==> config.mk <==
export PLATFORM = sky130hd
export DESIGN_NAME = relq_queue
export DESIGN_NICKNAME = d
export VERILOG_FILES = /design/src/rtl/relq_pkg.sv /design/src/rtl/relq_cell.sv /design/src/rtl/relq_queue.sv
export SDC_FILE = /design/constraint.sdc
export NUM_CORES = 2
export LEC_CHECK = 0
export ABC_AREA = 1
export BUFFER_PORTS_ARGS = -buffer_cell sky130_fd_sc_hd__buf_4
export CAP_MARGIN = 5
export CORE_MARGIN = 2
export CORE_UTILIZATION = 25
export CTS_BUF_LIST = sky130_fd_sc_hd__clkbuf_8 sky130_fd_sc_hd__clkbuf_16
export DETAILED_ROUTE_END_ITERATION = 10
export MAX_ROUTING_LAYER = met4
export PLACE_DENSITY = 0.35
export SLEW_MARGIN = 20
export SYNTH_ARGS = -nofsm -noshare
export SYNTH_HDL_FRONTEND = slang
export SYNTH_HIERARCHICAL = 1
export SYNTH_SLANG_ARGS = --single-unit
==> constraint.sdc <==
create_clock -name clk -period 9.8 [get_ports clk]
set_clock_uncertainty 0.2 [all_clocks]
set_input_delay 1.47 -clock clk [delete_from_list [all_inputs] [get_ports clk]]
set_output_delay 1.47 -clock clk [all_outputs]
set_load 0.03 [all_outputs]
==> src/rtl/relq_pkg.sv <==
`timescale 1ns/1ps
package relq_pkg;

    // Opcodes seen on cmd_op; other codes do nothing
    typedef enum logic [2:0] {
        OP_NONE    = 3'd0,
        OP_INS     = 3'd1,
        OP_EXT     = 3'd2,
        OP_ADV     = 3'd3,
        OP_SNAP    = 3'd4,
        OP_RESTORE = 3'd5
    } relq_op_e;

    // Token passed from one cell to the next
    typedef enum logic [1:0] {
        TK_NONE  = 2'd0,
        TK_INS   = 2'd1,
        TK_SHIFT = 2'd2
    } relq_tok_e;

endpackage

==> src/rtl/relq_cell.sv <==
`timescale 1ns/1ps
module relq_cell
    import relq_pkg::*;
#(
    parameter int TW   = 16,
    parameter int IDW  = 4,
    parameter bit HEAD = 1'b0,
    localparam int EW  = TW + IDW + 2
) (
    input  logic          clk,
    input  logic          rst_n,
    input  relq_op_e      op,
    input  logic [TW-1:0] amt,
    input  relq_tok_e     in_ctr,
    input  logic [EW-1:0] in_ent,
    input  logic [EW-1:0] nxt_ent,
    output relq_tok_e     out_ctr,
    output logic [EW-1:0] out_ent,
    output logic [EW-1:0] cur_ent
);

    typedef struct packed {
        logic           vld;
        logic [TW-1:0]  t;
        logic [IDW-1:0] id;
        logic           fut;
    } ent_t;

    typedef struct packed {
        ent_t      held;
        ent_t      bkp;
        relq_tok_e fctr;
        ent_t      fwd;
    } cell_t;

    cell_t cell_d, cell_q;
    ent_t  inc, nxt;

    assign inc = in_ent;
    assign nxt = nxt_ent;

    always_comb begin
        cell_d      = cell_q;
        cell_d.fctr = TK_NONE;
        cell_d.fwd  = '0;

        // broadcast commands (never coincide with a travelling token)
        case (op)
            OP_EXT: begin
                cell_d.held = nxt;
                if (HEAD && nxt.vld)
                    cell_d.held.t = cell_q.held.t + nxt.t;
            end
            OP_ADV: begin
                if (HEAD && cell_q.held.vld)
                    cell_d.held.t = (amt >= cell_q.held.t) ? '0
                                                           : cell_q.held.t - amt;
            end
            OP_SNAP:    cell_d.bkp  = cell_q.held;
            OP_RESTORE: cell_d.held = cell_q.bkp;
            default: ;
        endcase

        // systolic token handling
        case (in_ctr)
            TK_INS: begin
                if (!cell_q.held.vld) begin
                    cell_d.held = inc;
                end else if (inc.t < cell_q.held.t) begin
                    cell_d.held  = inc;
                    cell_d.fctr  = TK_SHIFT;
                    cell_d.fwd   = cell_q.held;
                    cell_d.fwd.t = cell_q.held.t - inc.t;
                end else begin
                    cell_d.fctr  = TK_INS;
                    cell_d.fwd   = inc;
                    cell_d.fwd.t = inc.t - cell_q.held.t;
                end
            end
            TK_SHIFT: begin
                cell_d.held = inc;
                if (cell_q.held.vld) begin
                    cell_d.fctr = TK_SHIFT;
                    cell_d.fwd  = cell_q.held;
                end
            end
            default: ;
        endcase
    end

    always_ff @(posedge clk) begin
        if (!rst_n) cell_q <= '0;
        else        cell_q <= cell_d;
    end

    assign out_ctr = cell_q.fctr;
    assign out_ent = cell_q.fwd;
    assign cur_ent = cell_q.held;

    // occupied cells stay contiguous from the head
    a_r2_no_hole: assert property (@(posedge clk) disable iff (!rst_n)
        !cell_q.held.vld |-> !nxt.vld);

endmodule

==> src/rtl/relq_queue.sv <==
`timescale 1ns/1ps
module relq_queue
    import relq_pkg::*;
#(
    parameter int DEPTH = 8,
    parameter int TW    = 16,
    parameter int IDW   = 4,
    localparam int EW   = TW + IDW + 2
) (
    input  logic           clk,
    input  logic           rst_n,
    input  logic           cmd_valid,
    input  logic [2:0]     cmd_op,
    input  logic [TW-1:0]  cmd_time,
    input  logic [IDW-1:0] cmd_id,
    input  logic           cmd_fut,
    output logic           ready,
    output logic           head_valid,
    output logic [TW-1:0]  head_time,
    output logic [IDW-1:0] head_id,
    output logic           head_fut,
    output logic           overflow
);

    typedef struct packed {
        logic           vld;
        logic [TW-1:0]  t;
        logic [IDW-1:0] id;
        logic           fut;
    } ent_t;

    relq_tok_e     octr [DEPTH];
    logic [EW-1:0] oent [DEPTH];
    logic [EW-1:0] cur  [DEPTH];
    logic [DEPTH-1:0] busy_v, vld_v;

    logic      acc;
    relq_op_e  bop;
    relq_tok_e inj_ctr;
    ent_t      inj_ent, head_e, second_e;

    assign acc = cmd_valid && ready;

    always_comb begin
        bop     = OP_NONE;
        inj_ctr = TK_NONE;
        if (acc) begin
            case (cmd_op)
                3'd1:                   inj_ctr = TK_INS;
                3'd2, 3'd3, 3'd4, 3'd5: bop = relq_op_e'(cmd_op);
                default: ;
            endcase
        end
        inj_ent = '{vld: 1'b1, t: cmd_time, id: cmd_id, fut: cmd_fut};
    end

    for (genvar i = 0; i < DEPTH; i++) begin : g_cell
        relq_tok_e     c_in;
        logic [EW-1:0] e_in, e_nxt;
        if (i == 0) begin : g_first
            assign c_in = inj_ctr;
            assign e_in = inj_ent;
        end else begin : g_chain
            assign c_in = octr[i-1];
            assign e_in = oent[i-1];
        end
        if (i == DEPTH - 1) begin : g_last
            assign e_nxt = '0;
        end else begin : g_mid
            assign e_nxt = cur[i+1];
        end
        relq_cell #(.TW(TW), .IDW(IDW), .HEAD(i == 0)) u_cell (
            .clk    (clk),
            .rst_n  (rst_n),
            .op     (bop),
            .amt    (cmd_time),
            .in_ctr (c_in),
            .in_ent (e_in),
            .nxt_ent(e_nxt),
            .out_ctr(octr[i]),
            .out_ent(oent[i]),
            .cur_ent(cur[i])
        );
        assign busy_v[i] = (octr[i] != TK_NONE);
        assign vld_v[i]  = cur[i][EW-1];
    end

    assign ready      = ~|busy_v;
    assign overflow   = busy_v[DEPTH-1];
    assign head_e     = cur[0];
    assign second_e   = (DEPTH > 1) ? cur[DEPTH > 1 ? 1 : 0] : '0;
    assign head_valid = head_e.vld;
    assign head_time  = head_e.t;
    assign head_id    = head_e.id;
    assign head_fut   = head_e.fut;

    // a single token in flight, head frozen during a ripple
    a_r7_single_ripple: assert property (@(posedge clk) disable iff (!rst_n)
        $onehot0(busy_v));
    a_r7_head_still: assert property (@(posedge clk) disable iff (!rst_n)
        !ready |=> $stable(head_e));
    // dropping a tail only happens on a full chain
    a_r6_ovf_full: assert property (@(posedge clk) disable iff (!rst_n)
        overflow |-> &vld_v);
    // extract on empty keeps it empty
    a_r8_ext_empty: assert property (@(posedge clk) disable iff (!rst_n)
        (acc && cmd_op == 3'd2 && !head_valid) |=> !head_valid);
    // advance never raises the head time
    a_r4_adv_floor: assert property (@(posedge clk) disable iff (!rst_n)
        (acc && cmd_op == 3'd3 && head_valid) |=>
            (head_valid && head_time <= $past(head_time)));
    // new head time is the sum of the two leading relative times
    a_r3_ext_sum: assert property (@(posedge clk) disable iff (!rst_n)
        (acc && cmd_op == 3'd2 && second_e.vld) |=>
            (head_time == TW'($past(head_time) + $past(second_e.t))));

endmodule

==> flow_summary_export.csv <==
group,metric,value,unit
timing,fin_crit,4220,ps
cts,post_cts_buffers,0,
layout,final_core_util,0.265,
run_status,status,"completed",
power,total_power,6.52,mW
global_routing,antenna_found_initial,0,
floorplan,core,0.164,mm²
hold_path,min_to,"g_cell[7].u_cell/cur_ent[0]$_SDFF_PN0_",
timing,slew_viol_final,0,
worst_setup_path,crit_fanout,26,
layout,drive_gt1_frac,0.0642,
hold_path,holdCritStartpoint,"g_cell[6].u_cell/out_ent[0]$_SDFF_PN0_",
place,hpwl,124000,µm
place,dpl_cell_area,0.0411,mm²
global_routing,first_global_vias,37200,
global_routing,grt_max_degree,85,
worst_setup_path,required,10110,ps
worst_setup_path,r2r-start,"g_cell[2].u_cell/out_ctr[1]$_SDFF_PN0_",
timing,fin_crit_sh,0.430,
synthesis,synthCells,6445,
routing,postRouteAntennaNets,0,
timing,setup_violations,0,
layout,syn2layout_area_growth,5.63,%
floorplan,dieWidth,410,µm
timing,fin_tns_setup,0,ps
worst_setup_path,cp.arrival,4520,ps
place,dp.cells,8183,
worst_setup_path,r2r_cells,13,
floorplan,die_h,410,µm
place,port_buffers,50,
routing,num_vias,37900,
run,maxCapViolCount,0,
worst_setup_path,end_kind,"flop",
cts,cts-root-buf,"clkbuf_16",
floorplan,start_util,0.251,
timing,tightest_slew,1040,ps
worst_setup_path,critPathKind,"primary input to flop",
cts,clockBufferDepth,3,
floorplan,die-area,0.168,mm²
global_routing,gr-total-overflow,0,
routing,routed_wl,159000,µm
layout,design_area,0.0436,mm²
global_routing,track_usage,0.190,
hold_path,hold_depth,2,
power,leakagePower,19.1,nW
worst_setup_path,worstReg2RegEnd,"g_cell[7].u_cell/cur_ent[21]$_SDFF_PN0_",
synthesis,synth.cell_area,0.0412,mm²
routing,drc,0,
cts,htreeDepth,3,
timing,fmax,237,MHz
timing,max_slew_margin,0.306,
layout,final_net_count,6416,
cts,cts_inserted_buffers,70,
worst_setup_path,r2r_slack,5610,ps
routing,drt_first_pass_iters,5,
cts,cts.sinks,522,
cts,clk_pin_slew_worst_paths,60,ps
synthesis,synth_area_per_cell,6.40,µm²
cts,ctsResizeCount,0,
synthesis,ys_warn_count,6,
cts,insertion_delay,650,ps
hold_path,hp-class,"flop to flop",
routing,initialDrtViolationCount,2265,
floorplan,num_io_pins,51,
global_routing,grt_pass1_wl,240000,µm
routing,vias_per_cell,4.56,
power,ir_drop,110,µV
layout,final_cells,8311,
place,place.gp.congestion,0.856,
cts,ctsHoldBuffers,0,
timing,rsz0062_at_grt,"no",
worst_setup_path,critPathLaunchType,"primary input",
power,cellPowerDensity,150,mW/mm²
routing,avgRoutedWirePerCell,19.1,µm
floorplan,rows,149,
timing,hold_viol_final,0,
cts,cts_tree,"done",
[area by class of cell]
| type | instances | area [µm²] |
|---|---|---|
| fillers | 18800 | 121000 |
| clock buffers | 87 | 2030 |
| clock inverters | 39 | 392 |
| inverters | 961 | 3610 |
| repair buffers | 92 | 694 |
| flip-flops and latches | 522 | 10500 |
| well taps | 2189 | 2740 |
| diodes | 2 | 5.00 |
| multi-input cells | 4419 | 23600 |
[sequential cells by signal, indices dropped and copies added (netlist names)]
name,flops
g_cell.u_cell/cur_ent,176
g_cell.u_cell/out_ent,154
g_cell.u_cell/out_ctr,16
g_cell.u_cell/cell_q,176
[worst max-delay path, stage by stage]
cell and delay [ps]:
buf_4 90, inv_1 40, ha_1 280, inv_1 60, nand2_1 60, nor2_2 110, buf_4 370, nand3_1 120
inv_1 620, or2_1 620, buf_4 390, nand3_1 100, o21ai_0 80, o22ai_1 100
[per-layer routing]
| metal | vias to the layer above | routed length (µm) | GRT usage |
|---|---|---|---|
| met3 | 127 | 5040 | 0.0170 |
| met4 | 0 | 2260 | 0.0359 |
| met2 | 611 | 72600 | 0.302 |
| met1 | 17800 | 79100 | 0.262 |
| met5 | - | 0 | - |
| li1 | 19400 | - | - |
[cells in the final DEF, fill, tap and decap left out, types with 5 or more instances in the layout]
| cell type | instances |
|---|---|
| clkinv_1 | 9 |
| o21ai_1 | 59 |
| dfxtp_1 | 522 |
| nor3_4 | 7 |
| nand2_1 | 1849 |
| a21oi_4 | 7 |
| inv_1 | 937 |
| nand3_2 | 5 |
| o22ai_1 | 68 |
| nand4_1 | 56 |
| nand3b_1 | 19 |
| o21a_1 | 7 |
| and2_1 | 18 |
| nor2_2 | 18 |
| xnor2_1 | 20 |
| nand3_1 | 504 |
| a211oi_1 | 5 |
| ha_1 | 306 |
| a21oi_1 | 520 |
| a21oi_2 | 9 |
| nor3_2 | 18 |
| o211ai_1 | 46 |
| buf_4 | 91 |
| nor3_1 | 19 |
| xor2_1 | 82 |
| o21bai_1 | 26 |
| bufinv_16 | 7 |
| clkbuf_16 | 74 |
| conb_1 | 26 |
| fa_1 | 17 |
| nand2_2 | 62 |
| nand2_4 | 21 |
| clkbuf_8 | 13 |
| nand2_8 | 5 |
| or2_1 | 5 |
| nor2_1 | 196 |
| a22oi_1 | 13 |
| clkinv_2 | 14 |
| inv_2 | 26 |
| o21ai_0 | 381 |
[metrics by stage]
step	hold WS [ps]	worst slack, ps
2_1_floorplan	234	5580
3_3_place_gp	255	4850
3_5_place_dp	259	4830
4_1_cts	267	5540
5_1_grt	284	5270
6_report	271	5580
[worst max-delay path by stage]
stage	cells past startpoint	startpoint	to	slack, ps
3_3_place_gp	14	cmd_op[1]	g_cell[7].u_cell/cur_ent[11]$_SDFF_PN0_	4850
4_1_cts	7	rst_n	g_cell[0].u_cell/out_ent[4]$_SDFF_PN0_	5540
3_5_place_dp	7	rst_n	g_cell[0].u_cell/out_ent[4]$_SDFF_PN0_	4830
6_report	14	cmd_op[1]	g_cell[7].u_cell/cur_ent[21]$_SDFF_PN0_	5580
2_1_floorplan	15	cmd_op[1]	g_cell[0].u_cell/cur_ent[9]$_SDFF_PN0_	5580
5_1_grt	14	cmd_op[1]	g_cell[7].u_cell/cur_ent[13]$_SDFF_PN0_	5270
[power breakdown]
| part | total, mW | internal (mW) | switching, mW |
|---|---|---|---|
| registers | 2.32 | 2.20 | 0.118 |
| logic | 1.48 | 0.472 | 1.00 |
| clock network | 2.72 | 1.65 | 1.07 |
| total | 6.52 | 4.33 | 2.19 |
Power figures use the tool's default switching activity.
